[config.mk]
export PLATFORM = sky130hd
export DESIGN_NAME = upipe_cfg_ctrl
export DESIGN_NICKNAME = d
export VERILOG_FILES = /design/src/rtl/upipe_pkg.sv /design/src/rtl/upipe_cfg_regs.sv /design/src/rtl/upipe_alloc_chk.sv /design/src/rtl/upipe_dev_addr.sv /design/src/rtl/upipe_cfg_ctrl.sv
export SDC_FILE = /design/constraint.sdc
export NUM_CORES = 1
export LEC_CHECK = 0
export BUFFER_PORTS_ARGS = -buffer_cell sky130_fd_sc_hd__buf_2
export CAP_MARGIN = 40
export CELL_PAD_IN_SITES_DETAIL_PLACEMENT = 0
export CELL_PAD_IN_SITES_GLOBAL_PLACEMENT = 1
export CORE_AREA = 2 2 151 153
export DETAILED_ROUTE_END_ITERATION = 16
export DIE_AREA = 0 0 153 155
export GPL_ROUTABILITY_DRIVEN = 0
export PLACE_DENSITY_LB_ADDON = 0.25
export SETUP_SLACK_MARGIN = 0.2
export SYNTH_ARGS = -nofsm -noshare
export SYNTH_HDL_FRONTEND = slang
export SYNTH_SLANG_ARGS = --single-unit
export TNS_END_PERCENT = 100
[constraint.sdc]
create_clock -name clk -period 7.1 [get_ports clk]
set_input_delay 0.71 -clock clk [delete_from_list [all_inputs] [get_ports clk]]
set_output_delay 0.71 -clock clk [all_outputs]
set_load 0.02 [all_outputs]
[src/rtl/upipe_pkg.sv]
package upipe_pkg;

  localparam int CFG_W = 23;

  typedef enum logic [1:0] {
    XFER_CTRL = 2'd0,
    XFER_ISO  = 2'd1,
    XFER_BULK = 2'd2,
    XFER_INTR = 2'd3
  } xfer_e;

  // Packed MSB first: interval at the top, enable at bit 0.
  typedef struct packed {
    logic [7:0] ivl;
    logic [1:0] banks;
    logic [2:0] size;
    logic [1:0] token;
    xfer_e      xtype;
    logic [3:0] ep;
    logic       alloc;
    logic       en;
  } pipe_cfg_t;

  // Keep the buffer-shaping fields of the old word; take the rest from the new one.
  function automatic pipe_cfg_t merge_locked(pipe_cfg_t old_w, pipe_cfg_t new_w);
    pipe_cfg_t r;
    r       = new_w;
    r.ep    = old_w.ep;
    r.xtype = old_w.xtype;
    r.size  = old_w.size;
    r.banks = old_w.banks;
    return r;
  endfunction

endpackage

[src/rtl/upipe_cfg_regs.sv]
module upipe_cfg_regs
  import upipe_pkg::*;
#(
  parameter int NUM_PIPES = 4,
  localparam int PW = (NUM_PIPES > 1) ? $clog2(NUM_PIPES) : 1
) (
  input  logic                            clk,
  input  logic                            rst,
  input  logic                            wr_en,
  input  logic [PW-1:0]                   wr_pipe,
  input  pipe_cfg_t                       wr_word,
  input  logic [NUM_PIPES-1:0]            valid_q,
  output pipe_cfg_t [NUM_PIPES-1:0]       cfg_q
);

  for (genvar p = 0; p < NUM_PIPES; p++) begin : g_pipe
    logic hit;
    assign hit = wr_en && (wr_pipe == PW'(p));

    always_ff @(posedge clk) begin
      if (rst) begin
        cfg_q[p] <= '0;
      end else if (hit) begin
        cfg_q[p] <= valid_q[p] ? merge_locked(cfg_q[p], wr_word) : wr_word;
      end
    end
  end

endmodule

[src/rtl/upipe_alloc_chk.sv]
module upipe_alloc_chk
  import upipe_pkg::*;
#(
  parameter int                       NUM_PIPES      = 4,
  parameter int                       BUF_BYTES      = 2048,
  parameter logic [NUM_PIPES*3-1:0]   PIPE_MAX_CODE  = 12'b100_110_111_110,
  parameter logic [NUM_PIPES*2-1:0]   PIPE_MAX_BANKS = 8'b10_10_11_01,
  localparam int SUM_W = $clog2(NUM_PIPES * 3 * 1024 + BUF_BYTES + 1) + 1
) (
  input  pipe_cfg_t [NUM_PIPES-1:0] cfg,
  output logic [NUM_PIPES-1:0]      valid_nxt
);

  logic [SUM_W-1:0] run_total;
  logic [SUM_W-1:0] claim;
  logic             taken;
  logic             in_lim;

  always_comb begin
    run_total = '0;
    claim     = '0;
    taken     = 1'b0;
    in_lim    = 1'b0;
    valid_nxt = '0;
    for (int p = 0; p < NUM_PIPES; p++) begin
      taken     = cfg[p].en & cfg[p].alloc;
      claim     = taken ? ((SUM_W'(8) << cfg[p].size) * SUM_W'(cfg[p].banks)) : '0;
      run_total = run_total + claim;
      in_lim    = (cfg[p].size <= PIPE_MAX_CODE[p*3 +: 3]) &&
                  (cfg[p].banks != 2'd0) &&
                  (cfg[p].banks <= PIPE_MAX_BANKS[p*2 +: 2]);
      valid_nxt[p] = taken && in_lim && (run_total <= SUM_W'(BUF_BYTES));
    end
  end

endmodule

[src/rtl/upipe_dev_addr.sv]
module upipe_dev_addr #(
  parameter int ADDR_W = 7
) (
  input  logic              clk,
  input  logic              rst,
  input  logic              bus_reset,
  input  logic              we,
  input  logic [ADDR_W-1:0] wdata,
  output logic [ADDR_W-1:0] addr_q
);

  always_ff @(posedge clk) begin
    if (rst || bus_reset) begin
      addr_q <= '0;
    end else if (we) begin
      addr_q <= wdata;
    end
  end

endmodule

[src/rtl/upipe_cfg_ctrl.sv]
module upipe_cfg_ctrl
  import upipe_pkg::*;
#(
  parameter int                       NUM_PIPES      = 4,
  parameter int                       BUF_BYTES      = 2048,
  parameter logic [NUM_PIPES*3-1:0]   PIPE_MAX_CODE  = 12'b100_110_111_110,
  parameter logic [NUM_PIPES*2-1:0]   PIPE_MAX_BANKS = 8'b10_10_11_01,
  parameter int                       ADDR_W         = 7,
  localparam int PW = (NUM_PIPES > 1) ? $clog2(NUM_PIPES) : 1
) (
  input  logic                   clk,
  input  logic                   rst,
  input  logic                   wr_en,
  input  logic [PW-1:0]          wr_pipe,
  input  logic [CFG_W-1:0]       wr_data,
  input  logic [PW-1:0]          rd_pipe,
  output logic [CFG_W-1:0]       rd_cfg,
  input  logic                   addr_we,
  input  logic [ADDR_W-1:0]      addr_wdata,
  input  logic                   bus_reset,
  output logic [ADDR_W-1:0]      dev_addr,
  output logic [NUM_PIPES-1:0]   cfg_valid,
  output logic [NUM_PIPES-1:0]   tx_permit,
  output logic [NUM_PIPES*8-1:0] poll_ivl
);

  localparam int LOCK_W = 11;

  pipe_cfg_t [NUM_PIPES-1:0] cfg_q;
  logic [NUM_PIPES-1:0]      valid_nxt;
  logic [NUM_PIPES-1:0]      valid_q;
  logic [NUM_PIPES-1:0]      en_vec;
  logic [NUM_PIPES-1:0]      alloc_vec;
  logic [NUM_PIPES*LOCK_W-1:0] lock_vec;

  upipe_cfg_regs #(.NUM_PIPES(NUM_PIPES)) regs_i (
    .clk     (clk),
    .rst     (rst),
    .wr_en   (wr_en),
    .wr_pipe (wr_pipe),
    .wr_word (pipe_cfg_t'(wr_data)),
    .valid_q (valid_q),
    .cfg_q   (cfg_q)
  );

  upipe_alloc_chk #(
    .NUM_PIPES      (NUM_PIPES),
    .BUF_BYTES      (BUF_BYTES),
    .PIPE_MAX_CODE  (PIPE_MAX_CODE),
    .PIPE_MAX_BANKS (PIPE_MAX_BANKS)
  ) alloc_i (
    .cfg       (cfg_q),
    .valid_nxt (valid_nxt)
  );

  upipe_dev_addr #(.ADDR_W(ADDR_W)) addr_i (
    .clk       (clk),
    .rst       (rst),
    .bus_reset (bus_reset),
    .we        (addr_we),
    .wdata     (addr_wdata),
    .addr_q    (dev_addr)
  );

  for (genvar p = 0; p < NUM_PIPES; p++) begin : g_out
    assign en_vec[p]    = cfg_q[p].en;
    assign alloc_vec[p] = cfg_q[p].alloc;
    assign lock_vec[p*LOCK_W +: LOCK_W] =
      {cfg_q[p].ep, cfg_q[p].xtype, cfg_q[p].size, cfg_q[p].banks};

    always_ff @(posedge clk) begin
      if (rst) begin
        poll_ivl[p*8 +: 8] <= '0;
      end else begin
        poll_ivl[p*8 +: 8] <= (cfg_q[p].xtype == XFER_INTR) ? cfg_q[p].ivl : 8'd0;
      end
    end
  end

  always_ff @(posedge clk) begin
    if (rst) begin
      valid_q <= '0;
      rd_cfg  <= '0;
    end else begin
      valid_q <= valid_nxt;
      rd_cfg  <= cfg_q[rd_pipe];
    end
  end

  assign cfg_valid = valid_q;
  assign tx_permit = en_vec & valid_q;

endmodule

==> metrics.yaml, run 1 <==
run_status:
  status: "finished clean"
synthesis:
  synth_top_flop_cell: "dfxtp_1"
  synthesized_area_fraction_occupied_by_ao_oa_aoi_and_oai_cells_pct: 13.9
  synth_fp_nets: 1166
  synth_xor_xnor_area_share_pct: 4.49
  synth_top_area_share_pct: 36.1
  synthArstFlopShare_pct: 0
  synthMuxAreaShare_pct: 6.72
  combinational_family_with_the_most_area_after_synthesis: "simple AND/OR/NAND/NOR gates"
  ys_types: 59
  synthesis.area_per_instance_sq_um: 8.24
  synthAdderAreaFrac_pct: 9.89
  synthDominantAreaCellType: "dfxtp_1"
  ys.warnings.count: 0
  synth_top_cells_by_area: "dfxtp_1 36%, nand2_1 9.3%, ha_1 8.3%"
  post_synth_instance_area_sq_um: 8750
  netlist_instances: 1062
  yosys_register_bits: 158
  synth-edff-count: 0
  synth-simple-area-share_pct: 25.7
  synth-seq-area-share_pct: 36.1
setup_path:
  worstPathMaxFanout: 11
  critical-path-top-cell-by-count: "ha_1"
  crit_buf_inv: 2
  ff2ff_setup_slack_ns: 1.48
  r2r_end: "cfg_valid[3]"
  delay_contributed_by_the_slowest_stage_of_the_critical_path_ns: 0.52
  timing.critical_path.arrival_ns: 5.94
  cp_startpoint_kind: "register"
  worstReg2RegStart: "regs_i.cfg_q[10]"
  timing.setup.critical_path_class: "register to register"
  crit_end_element: "register"
  timing.critical_path.required_ns: 7.42
  rr_worst_depth: 28
  critPathTopFamily: "compound AO/OA/AOI/OAI gates"
  cpMaxStageDelayCell: "dfxtp_1"
sta:
  finalCriticalPeriod_ns: 5.62
  tightest_slew_ns: 0.739
  fin_worst_skew_ns: 0.0145
  report.final.slew_viol_count: 0
  grt_setup_unrepaired: "no"
  max_freq_ghz: 0.178
  tns_ns: 0
  post-route-period-util_pct: 79.1
  max-slew-margin-rel_pct: 50.7
  final_hold_viol_count: 0
  setup-violations-final: 0
cts:
  holdBufCountCts: 0
  cts_tree: "yes"
  cts_buffers: 17
  cts.sinks: 158
  post_cts_setup_buffer_count: 0
  cts_buffer_depth: 2
  postCtsResizedCells: 0
  htree_num_levels: 4
  clk_transition_reported_paths_ns: 0.08
  cts_root_buffer: "clkbuf_16"
  clock_insertion_delay_worst_skew_ns: 0.42
drt:
  post-route-drc-count: 0
  detail_route.wl_per_cell_microns: 16.5
  drt_first_iter_violations: 445
  met2_length_microns: 11200
  drt.antenna.violating_nets: 0
  routed_wirelength_microns: 23800
  via_per_inst: 5.18
  drtPass1Iterations: 5
  maxUsedRoutingLayer: "met4"
  met3_wirelength_microns: 1170
  met1_length_microns: 11300
  dr_total_vias: 7499
run:
  max_cap_viol_count: 0
global_routing:
  global_route.overflow_total: 0
  grt_pass1_wl_microns: 38100
  first_global_vias: 7199
  grt_max_degree: 70
  number_of_antenna_violations_at_the_first_check_in_global_routing: 1
  globalRouteTotalUtil_pct: 20.1
finish:
  final_cell_area_sq_um: 10200
  area_growth_syn_to_layout_pct: 16.1
  drive_above_1_share_pct: 16.4
  finalNetCount: 1253
  final_cell_mix: "217 x nand2_1, 158 x dfxtp_1, 125 x a21oi_1"
  finish.cell_count_without_fillers: 1448
  final_common_cell: "nand2_1"
power:
  power.static_leakage_nw: 4.38
  cellPowerDensity_nw_per_um2: 195
  peakVddDrop_v: 0.000142
hold_path:
  timing.hold.worst_path_depth: 2
  worstHoldPathType: "register to register"
  hold_path.startpoint: "regs_i.cfg_q[78]"
  hold_ep: "regs_i.cfg_q[78]"
floorplan:
  std_cell_rows: 55
  die_height_microns: 155
  initial_core_util_pct: 39.4
  die_width_microns: 153
  placeableCoreArea_sq_um: 22200
  floorplan.io_pins: 109
  dieArea_sq_um: 23700
place:
  number_of_placed_cells_counting_well_taps: 1415
  placement.io_buffers: 108
  dpl_cell_area_sq_um: 9550
  detailed_place_hpwl_microns: 18000
## kinds of logic (layout without fill, tap and decap cells)
kind of cell,count (synthesis),count (layout)
mux,30,30
buf+inv,75,175
other cells,0,1
fa+ha+maj,65,65
flops,158,158
simple gates,488,488
xor+xnor,44,44
compound gates,202,202
## registers in the layout, indices dropped and copies added (netlist names)
| register | count |
|---|---|
| addr_i.addr_q | 7 |
| cfg_valid | 4 |
| poll_ivl | 32 |
| rd_cfg | 23 |
| regs_i.cfg_q | 92 |
## worst register-to-register path: cells and delay by family (launching register included)
family,cells,cell delay [ns]
flip-flops,1,0.52
buffers and inverters,2,0.13
adder cells (fa/ha/maj),5,1.53
XOR/XNOR,3,0.57
AO/OA/AOI/OAI,9,1.68
AND/OR/NAND/NOR,9,1.09
## cells in the mapped netlist (all sizes together) (4+ instances only)
cell,count
nor2,103
nand2b,24
xnor2,29
or2,6
nor3,31
and3,8
a211oi,9
mux4,23
o21ai,18
and2,39
buf,9
ha,58
xor2,15
a21oi,125
o21a,4
nand2,217
dfxtp,158
nor4,7
inv,26
clkbuf,40
or4,6
a21o,15
fa,7
mux2i,7
nor2b,30
nand4,4
nand3,8
o21bai,12
## how the worst max path moves through the flow
| stage | startpoint | end | slack [ns] | cells past startpoint |
|---|---|---|---|---|
| CTS | regs_i.cfg_q[10] | cfg_valid[3] | 1.47 | 28 |
| global placement | regs_i.cfg_q[10] | cfg_valid[3] | 1.66 | 28 |
| finish | regs_i.cfg_q[10] | cfg_valid[3] | 1.48 | 28 |
| detailed placement | regs_i.cfg_q[10] | cfg_valid[3] | 1.52 | 28 |
| floorplan | regs_i.cfg_q[10] | cfg_valid[3] | 1.94 | 29 |
| global route | regs_i.cfg_q[10] | cfg_valid[3] | 0.95 | 28 |
## layer usage
layer	GRT usage [%]	up-vias
met5	0	-
met4	3.97	0
li1	-	3800
met1	27.8	3525
met3	3.70	13
met2	33.2	161
## through the flow
stage	utilization (%)	total power, mW	hold WS, ns	setup WS, ns
after floorplan	-	1.02	0.433	1.94
after global placement	42.7	1.07	0.439	1.66
final	45.7	1.98	0.457	1.48
after CTS	45.7	1.99	0.456	1.47
after detailed placement	43.0	1.07	0.447	1.52
after global routing	45.7	2.04	0.472	0.945
## report_power, final
| group | switching, mW | internal (mW) |
|---|---|---|
| registers | 0.0217 | 0.907 |
| clock network | 0.448 | 0.481 |
| logic | 0.0738 | 0.0461 |
## cell type report
cell class	instances	area [sq um]
Clock inverter	15	181
Fill cell	2242	12100
Timing Repair Buffer	117	623
Antenna cell	1	2.50
Sequential cell	158	3160
Multi-Input combinational cell	829	5310
Inverter	26	97.6
Clock buffer	17	425
Tap cell	285	357
Note: power is estimated with default switching activity, not from simulation.
==> run 2: changes to the inputs <==
ABC_AREA = 1   (was not set)
CORE_AREA = 2 2 156 158   (was 2 2 151 153)
DIE_AREA = 0 0 158 160   (was 0 0 153 155)
clock period = 4.7 ns   (was 7.1 ns; I/O delays follow)
==> metrics.yaml, run 2 <==
run_status:
  status: "finished with violations"
  violations: "setup timing"
power:
  power.static_leakage_nw: 5.27  # +20%
  cell_internal_pwr_mw: 2.31  # +61%
  net-switching-power_mw: 0.872  # +60%
  peakVddDrop_v: 0.000210  # +48%
  cellPowerDensity_nw_per_um2: 281  # +44%
  power_switching_share_pct: 27.4  # -0.078 points
  combPwrFrac_pct: 9.1  # +3.0 points
  power_frac_clock_pct: 46.1  # -0.9 points
  seq_power_share_pct: 44.7  # -2.3 points
cts:
  holdBufCountCts: 0  # unchanged
  cts_tree: "yes"
  clock_insertion_delay_worst_skew_ns: 0.43  # about the same
  clk_transition_reported_paths_ns: 0.08  # about the same
  cts_root_buffer: "clkbuf_16"
  htree_num_levels: 4  # unchanged
  cts.sinks: 158  # unchanged
  cts_buffer_depth: 2  # unchanged
  cts_buffers: 17  # unchanged
setup_path:
  crit_end_element: "register"
  timing.critical_path.arrival_ns: 5.13  # -0.81 ns
  crit_buf_inv: 6  # +4
  worstPathMaxFanout: 4  # -7
  ff2ff_setup_slack_ns: -0.10  # -1.58 ns
  delay_contributed_by_the_slowest_stage_of_the_critical_path_ns: 0.38  # -0.14 ns
  cp_startpoint_kind: "register"
  timing.setup.critical_path_class: "register to register"
  critical-path-top-cell-by-count: "nand2_1"
  cpMaxStageDelayCell: "dfxtp_4"
  timing.critical_path.required_ns: 5.03  # -2.39 ns
  critPathTopFamily: "adder cells"
synthesis:
  synth-edff-count: 0  # unchanged
  synthesized_area_fraction_occupied_by_ao_oa_aoi_and_oai_cells_pct: 22.8  # +8.9 points
  synth_top_flop_cell: "dfxtp_1"
  post_synth_most_frequent_cells: "199 x a21oi_1, 184 x nor2_1, 171 x inv_1, 159 x o21ai_0, 158 x dfxtp_1"
  synth_top_area_share_pct: 35.9  # -0.18 points
  post_synth_instance_area_sq_um: 8800  # +0.51%
  yosys_register_bits: 158  # unchanged
  netlist_instances: 1272  # +20%
  synthesis.area_per_instance_sq_um: 6.92  # -16%
  synthMuxAreaShare_pct: 0  # -6.7 points
  synth-simple-area-share_pct: 19.9  # -5.8 points
  synth_xor_xnor_area_share_pct: 1.99  # -2.5 points
  synthArstFlopShare_pct: 0  # unchanged
  synth-seq-area-share_pct: 35.9  # -0.18 points
  combinational_family_with_the_most_area_after_synthesis: "compound AO/OA/AOI/OAI gates"
  yosysMostFrequentCell: "a21oi_1"
  synthAdderAreaFrac_pct: 9.84  # -0.051 points
  synth_top_cells_by_area: "dfxtp_1 36%, a21oi_1 11%, o21ai_0 9.0%"
  synth_fp_nets: 1376  # +18%
  synthDominantAreaCellType: "dfxtp_1"
  ys.warnings.count: 0  # unchanged
  ys_types: 35  # -41%
sta:
  timing.hold.ws_ns: 0.288  # -0.169 ns
  final_hold_viol_count: 0  # unchanged
  setup-violations-final: 1  # +1
  max_freq_ghz: 0.208  # +17%
  finalCriticalPeriod_ns: 4.80  # -0.818 ns
  tightest_slew_ns: 0.723  # -0.0164 ns
  max-slew-margin-rel_pct: 51.8  # +1.0 points
  report.final.slew_viol_count: 0  # unchanged
  final_critical_path_setup_slack_ns: -0.100  # -1.58 ns
  fin_worst_skew_ns: 0.0150  # +0.000501 ns
  post-route-period-util_pct: 102  # +23 points
  grt_setup_unrepaired: "yes"
  tns_ns: -0.100  # -0.100 ns
finish:
  drive_above_1_share_pct: 23.0  # +6.7 points
  registers.top_by_ff_count: "regs_i.cfg_q"
  largest_reg_flops: 92  # unchanged
  largest_registers: "regs_i.cfg_q: 92 flops, poll_ivl: 32 flops, rd_cfg: 23 flops"
  insertedDiodeCount: 0  # -1
  area_growth_syn_to_layout_pct: 28.8
  finish.cell_count_without_fillers: 1795  # +24%
  finalNetCount: 1562  # +25%
  final_cell_mix: "185 x a21oi_1, 176 x nor2_1, 157 x inv_1, 157 x o21ai_0, 152 x dfxtp_1"
  final_common_cell: "a21oi_1"
global_routing:
  globalRouteTotalUtil_pct: 20.2  # +0.083 points
  number_of_antenna_violations_at_the_first_check_in_global_routing: 0  # -1
  global_route.overflow_total: 0  # unchanged
  grt_max_degree: 70  # unchanged
  first_global_vias: 7974  # +11%
  grt_pass1_wl_microns: 40500  # +6.4%
floorplan:
  std_cell_rows: 57  # +3.6%
  dieArea_sq_um: 25300  # +6.6%
  initial_core_util_pct: 36.9  # -2.4 points
  placeableCoreArea_sq_um: 23800  # +7.2%
  floorplan.io_pins: 109  # unchanged
  die_width_microns: 158  # +3.3%
  die_height_microns: 160  # +3.2%
drt:
  routed_wirelength_microns: 25800  # +8.4%
  drt_first_iter_violations: 427  # -4.0%
  detail_route.wl_per_cell_microns: 14.4  # -13%
  post-route-drc-count: 0  # unchanged
  dr_total_vias: 8757  # +17%
  via_per_inst: 4.88  # -5.8%
  drt.antenna.violating_nets: 0  # unchanged
  drtPass1Iterations: 5  # unchanged
run:
  max_cap_viol_count: 0  # unchanged
place:
  placement.io_buffers: 108  # unchanged
  detailed_place_hpwl_microns: 19300  # +7.4%
  number_of_placed_cells_counting_well_taps: 1750  # +24%
hold_path:
  worstHoldPathType: "input pin to register"
## run 2: cell count changes in the layout (fill, tap and decap cells not counted), sizes merged, moves of 23 or more
cell and change:
nand3 +60, xnor2 -23, nor2 +83, inv +147, buf +92, o21ai +144, and2 -39, nand2b -24
nand2 -81, mux4 -23, nor2b -30, a21oi +74
## run 2: per-stage QoR
stage	util [%]	total power, mW	worst slack [ns]	instance area, sq um
detailed placement	43.3	1.74	-0.262	10300
CTS	46.4	3.21	-0.179	11100
floorplan	-	1.62	0.209	8860
global route	47.6	3.31	-0.504	11300
global placement	43.2	1.73	-0.195	10300
finish	47.6	3.18	-0.100	11300
## run 2: worst paths after layout
path | startpoint | to | cells after the start
worst max-delay path | regs_i.cfg_q[33] | cfg_valid[3] | 36
worst min-delay path | addr_wdata[0] | addr_i.addr_q[0] | 3
worst max register to register | regs_i.cfg_q[33] | cfg_valid[3] | 36
worst min register to register | regs_i.cfg_q[2] | regs_i.cfg_q[2] | 2
## run 2: cell families after synthesis
family / count (synthesis)
DFF: 158
AOI/OAI and AO/OA: 387
adders and majority gates: 65
buffers and inverters: 224
xor gates and xnor gates: 20
and+or+nand+nor: 418
## run 2: power by group through the flow
stage                     logic (mW)  clock network, mW  registers (mW)
after detailed placement       0.283                  0            1.45
final                          0.290               1.47            1.42
after global placement         0.279                  0            1.45
after CTS                      0.287               1.50            1.42
after global routing           0.326               1.56            1.43
after floorplan                0.154                  0            1.47
## run 2: cell type report
cell class / instances / area (sq um)
fill: 2487 / 12500
inverter: 182 / 698
tap: 324 / 405
timing repair buffer: 209 / 1320
clock buffer: 18 / 429
multi-input combinational: 890 / 5110
clock inverter: 14 / 189
sequential: 158 / 3180
## run 2: tightest hold or removal path, cell delays in order
cell and delay [ns]:
buf_2 0.10, nand2_1 0.05, a21oi_1 0.06
## run 2: layer usage
metal	routed length, microns	GRT usage, %	vias up
li1	-	-	4567
met1	12200	27.2	4001
met2	12300	34.2	165
met3	927	2.52	24
met4	359	5.04	0
met5	0	0	-
## run 2: timing repair
action,CTS,global route
pin swaps,23,41
setup buffers,4,9
resized for setup,27,45
endpoints found under the setup margin,1,2
endpoints found under the hold margin,0,0
==> run 3: changes to the inputs <==
MAX_ROUTING_LAYER = met4   (was not set)
==> metrics.yaml, run 3 (synthesis gave the netlist of run 2 again) <==
run_status:
  status: "finished with violations"
  violations: "setup timing"
drt:
  routed_wirelength_microns: 25800  # -0.21%
  detail_route.wl_per_cell_microns: 14.3  # -0.26%
  drt.antenna.violating_nets: 0  # unchanged
  via_per_inst: 4.88  # about the same
  post-route-drc-count: 0  # unchanged
  drt_first_iter_violations: 391  # -8.4%
  drtPass1Iterations: 5  # unchanged
  dr_total_vias: 8762  # +0.057%
floorplan:
  die_width_microns: 158  # unchanged
  dieArea_sq_um: 25300  # unchanged
  std_cell_rows: 57  # unchanged
  die_height_microns: 160  # unchanged
  initial_core_util_pct: 36.9  # unchanged
  floorplan.io_pins: 109  # unchanged
  placeableCoreArea_sq_um: 23800  # unchanged
finish:
  insertedDiodeCount: 0  # unchanged
  final_common_cell: "a21oi_1"
  registers.top_by_ff_count: "regs_i.cfg_q"
  finalNetCount: 1563  # +0.064%
  drive_above_1_share_pct: 23.1  # +0.052 points
  post-route-util_pct: 47.6  # about the same
  fillerInstances: 2489  # +0.080%
  final_cell_mix: "185 x a21oi_1, 176 x nor2_1, 157 x inv_1, 157 x o21ai_0, 152 x dfxtp_1"
  largest_registers: "regs_i.cfg_q: 92 flops, poll_ivl: 32 flops, rd_cfg: 23 flops"
  seqCellArea_sq_um: 3180  # unchanged
  largest_reg_flops: 92  # unchanged
  multi_input_area_sq_um: 5110  # unchanged
  final_cell_area_sq_um: 11300  # about the same
  area_growth_syn_to_layout_pct: 28.9  # about the same
sta:
  timing.hold.ws_ns: 0.287  # -0.00166 ns
  setup-violations-final: 1  # unchanged
  fin_worst_skew_ns: 0.0193  # +0.00425 ns
  max_freq_ghz: 0.209  # +0.16%
  report.final.slew_viol_count: 0  # unchanged
  final_critical_path_setup_slack_ns: -0.0927  # +0.00746 ns
  post-route-period-util_pct: 102  # -0.16 points
  grt_setup_unrepaired: "yes"
  max-slew-margin-rel_pct: 51.2  # -0.55 points
  tightest_slew_ns: 0.731  # +0.00828 ns
  tns_ns: -0.0927  # +0.00746 ns
  finalCriticalPeriod_ns: 4.79  # -0.00746 ns
  final_hold_viol_count: 0  # unchanged
global_routing:
  grt_max_degree: 70  # unchanged
  grt_pass1_wl_microns: 40600  # +0.19%
  global_route.overflow_total: 0  # unchanged
  number_of_antenna_violations_at_the_first_check_in_global_routing: 0  # unchanged
  first_global_vias: 7951  # -0.29%
  globalRouteTotalUtil_pct: 20.8  # +0.61 points
setup_path:
  r2r_end: "cfg_valid[3]"
  worstPathMaxFanout: 4  # unchanged
  crit_end_element: "register"
  timing.critical_path.arrival_ns: 5.13  # about the same
  timing.setup.critical_path_class: "register to register"
  worstSetupEndpoint: "cfg_valid[3]"
  critical-path-top-cell-by-count: "nand2_1"
  cp_startpoint_kind: "register"
  critPathTopFamily: "simple AND/OR/NAND/NOR gates"
  rr_worst_depth: 34  # -5.6%
  crit_buf_inv: 6  # unchanged
  ff2ff_setup_slack_ns: -0.09  # about the same
  timing.critical_path.required_ns: 5.04  # about the same
  worst-path-stages: 34  # -5.6%
  worst_setup_path_startpoint: "regs_i.cfg_q[10]"
  worstReg2RegStart: "regs_i.cfg_q[10]"
  delay_contributed_by_the_slowest_stage_of_the_critical_path_ns: 0.38  # about the same
  cpMaxStageDelayCell: "dfxtp_2"
cts:
  htree_num_levels: 4  # unchanged
  cts_tree: "yes"
  cts_root_buffer: "clkbuf_16"
  cts_buffers: 17  # unchanged
  cts_buffer_depth: 2  # unchanged
  clock_insertion_delay_worst_skew_ns: 0.43  # about the same
  cts.sinks: 158  # unchanged
  clk_transition_reported_paths_ns: 0.07  # about the same
hold_path:
  worstHoldPathType: "input pin to register"
place:
  preCtsSetupSlack_ns: -0.262  # unchanged
  placement.io_buffers: 108  # unchanged
  dpl_cell_area_sq_um: 10300  # unchanged
  detailed_place_hpwl_microns: 19300  # unchanged
run:
  max_cap_viol_count: 0  # unchanged
power:
  power.static_leakage_nw: 5.27  # about the same
  cellPowerDensity_nw_per_um2: 280  # -0.15%
  peakVddDrop_v: 0.000211  # +0.78%
## run 3: how the worst min path moves through the flow
stage	start	end	slack [ns]	cells past startpoint
global route	addr_wdata[0]	addr_i.addr_q[0]	0.29	3
CTS	addr_wdata[2]	addr_i.addr_q[2]	0.27	3
floorplan	regs_i.cfg_q[2]	regs_i.cfg_q[2]	0.42	2
detailed placement	regs_i.cfg_q[2]	regs_i.cfg_q[2]	0.44	2
global placement	regs_i.cfg_q[4]	regs_i.cfg_q[4]	0.43	2
finish	addr_wdata[0]	addr_i.addr_q[0]	0.29	3
## run 3: layout make-up
type / count / share of cell area (%)
Sequential cell: 158 / 28.0
Timing Repair Buffer: 210 / 11.7
Multi-Input combinational cell: 890 / 45.1
Clock buffer: 18 / 3.78
Tap cell: 324 / 3.57
Inverter: 182 / 6.16
Clock inverter: 14 / 1.67
## run 3: through the flow
stage | total power, mW | std cells
2_1_floorplan | 1.62 | 1272
3_3_place_gp | 1.73 | 1749
3_5_place_dp | 1.74 | 1750
4_1_cts | 3.21 | 1786
5_1_grt | 3.31 | 1796
6_report | 3.18 | 1796
## run 3: worst reg2reg max path: cells and delay by family (launching register included)
family	cells	cell delay [ns]
compound gates	5	0.95
xor+xnor	2	0.34
fa+ha+maj	4	1.20
buf+inv	6	0.60
flops	1	0.38
simple gates	17	1.23
## run 3: where the power goes
group / internal (mW) / switching [mW]
clock: 0.816 / 0.648
combinational: 0.0987 / 0.192
sequential: 1.39 / 0.0289
## run 3: routing by layer
layer | vias to the layer above | track usage [%] | part of all wire [%]
met5 | - | - | 0
met4 | 0 | 5.04 | 1.3
met3 | 19 | 2.50 | 3.8
met2 | 169 | 34.2 | 48
met1 | 3998 | 27.3 | 47
li1 | 4576 | - | -
## run 3: repair_timing
item,4_1_cts,5_1_grt
setup endpoints to repair,1,2
gates resized for setup,27,45
setup buffers,4,10
pin swaps,23,41
hold buffers,0,0
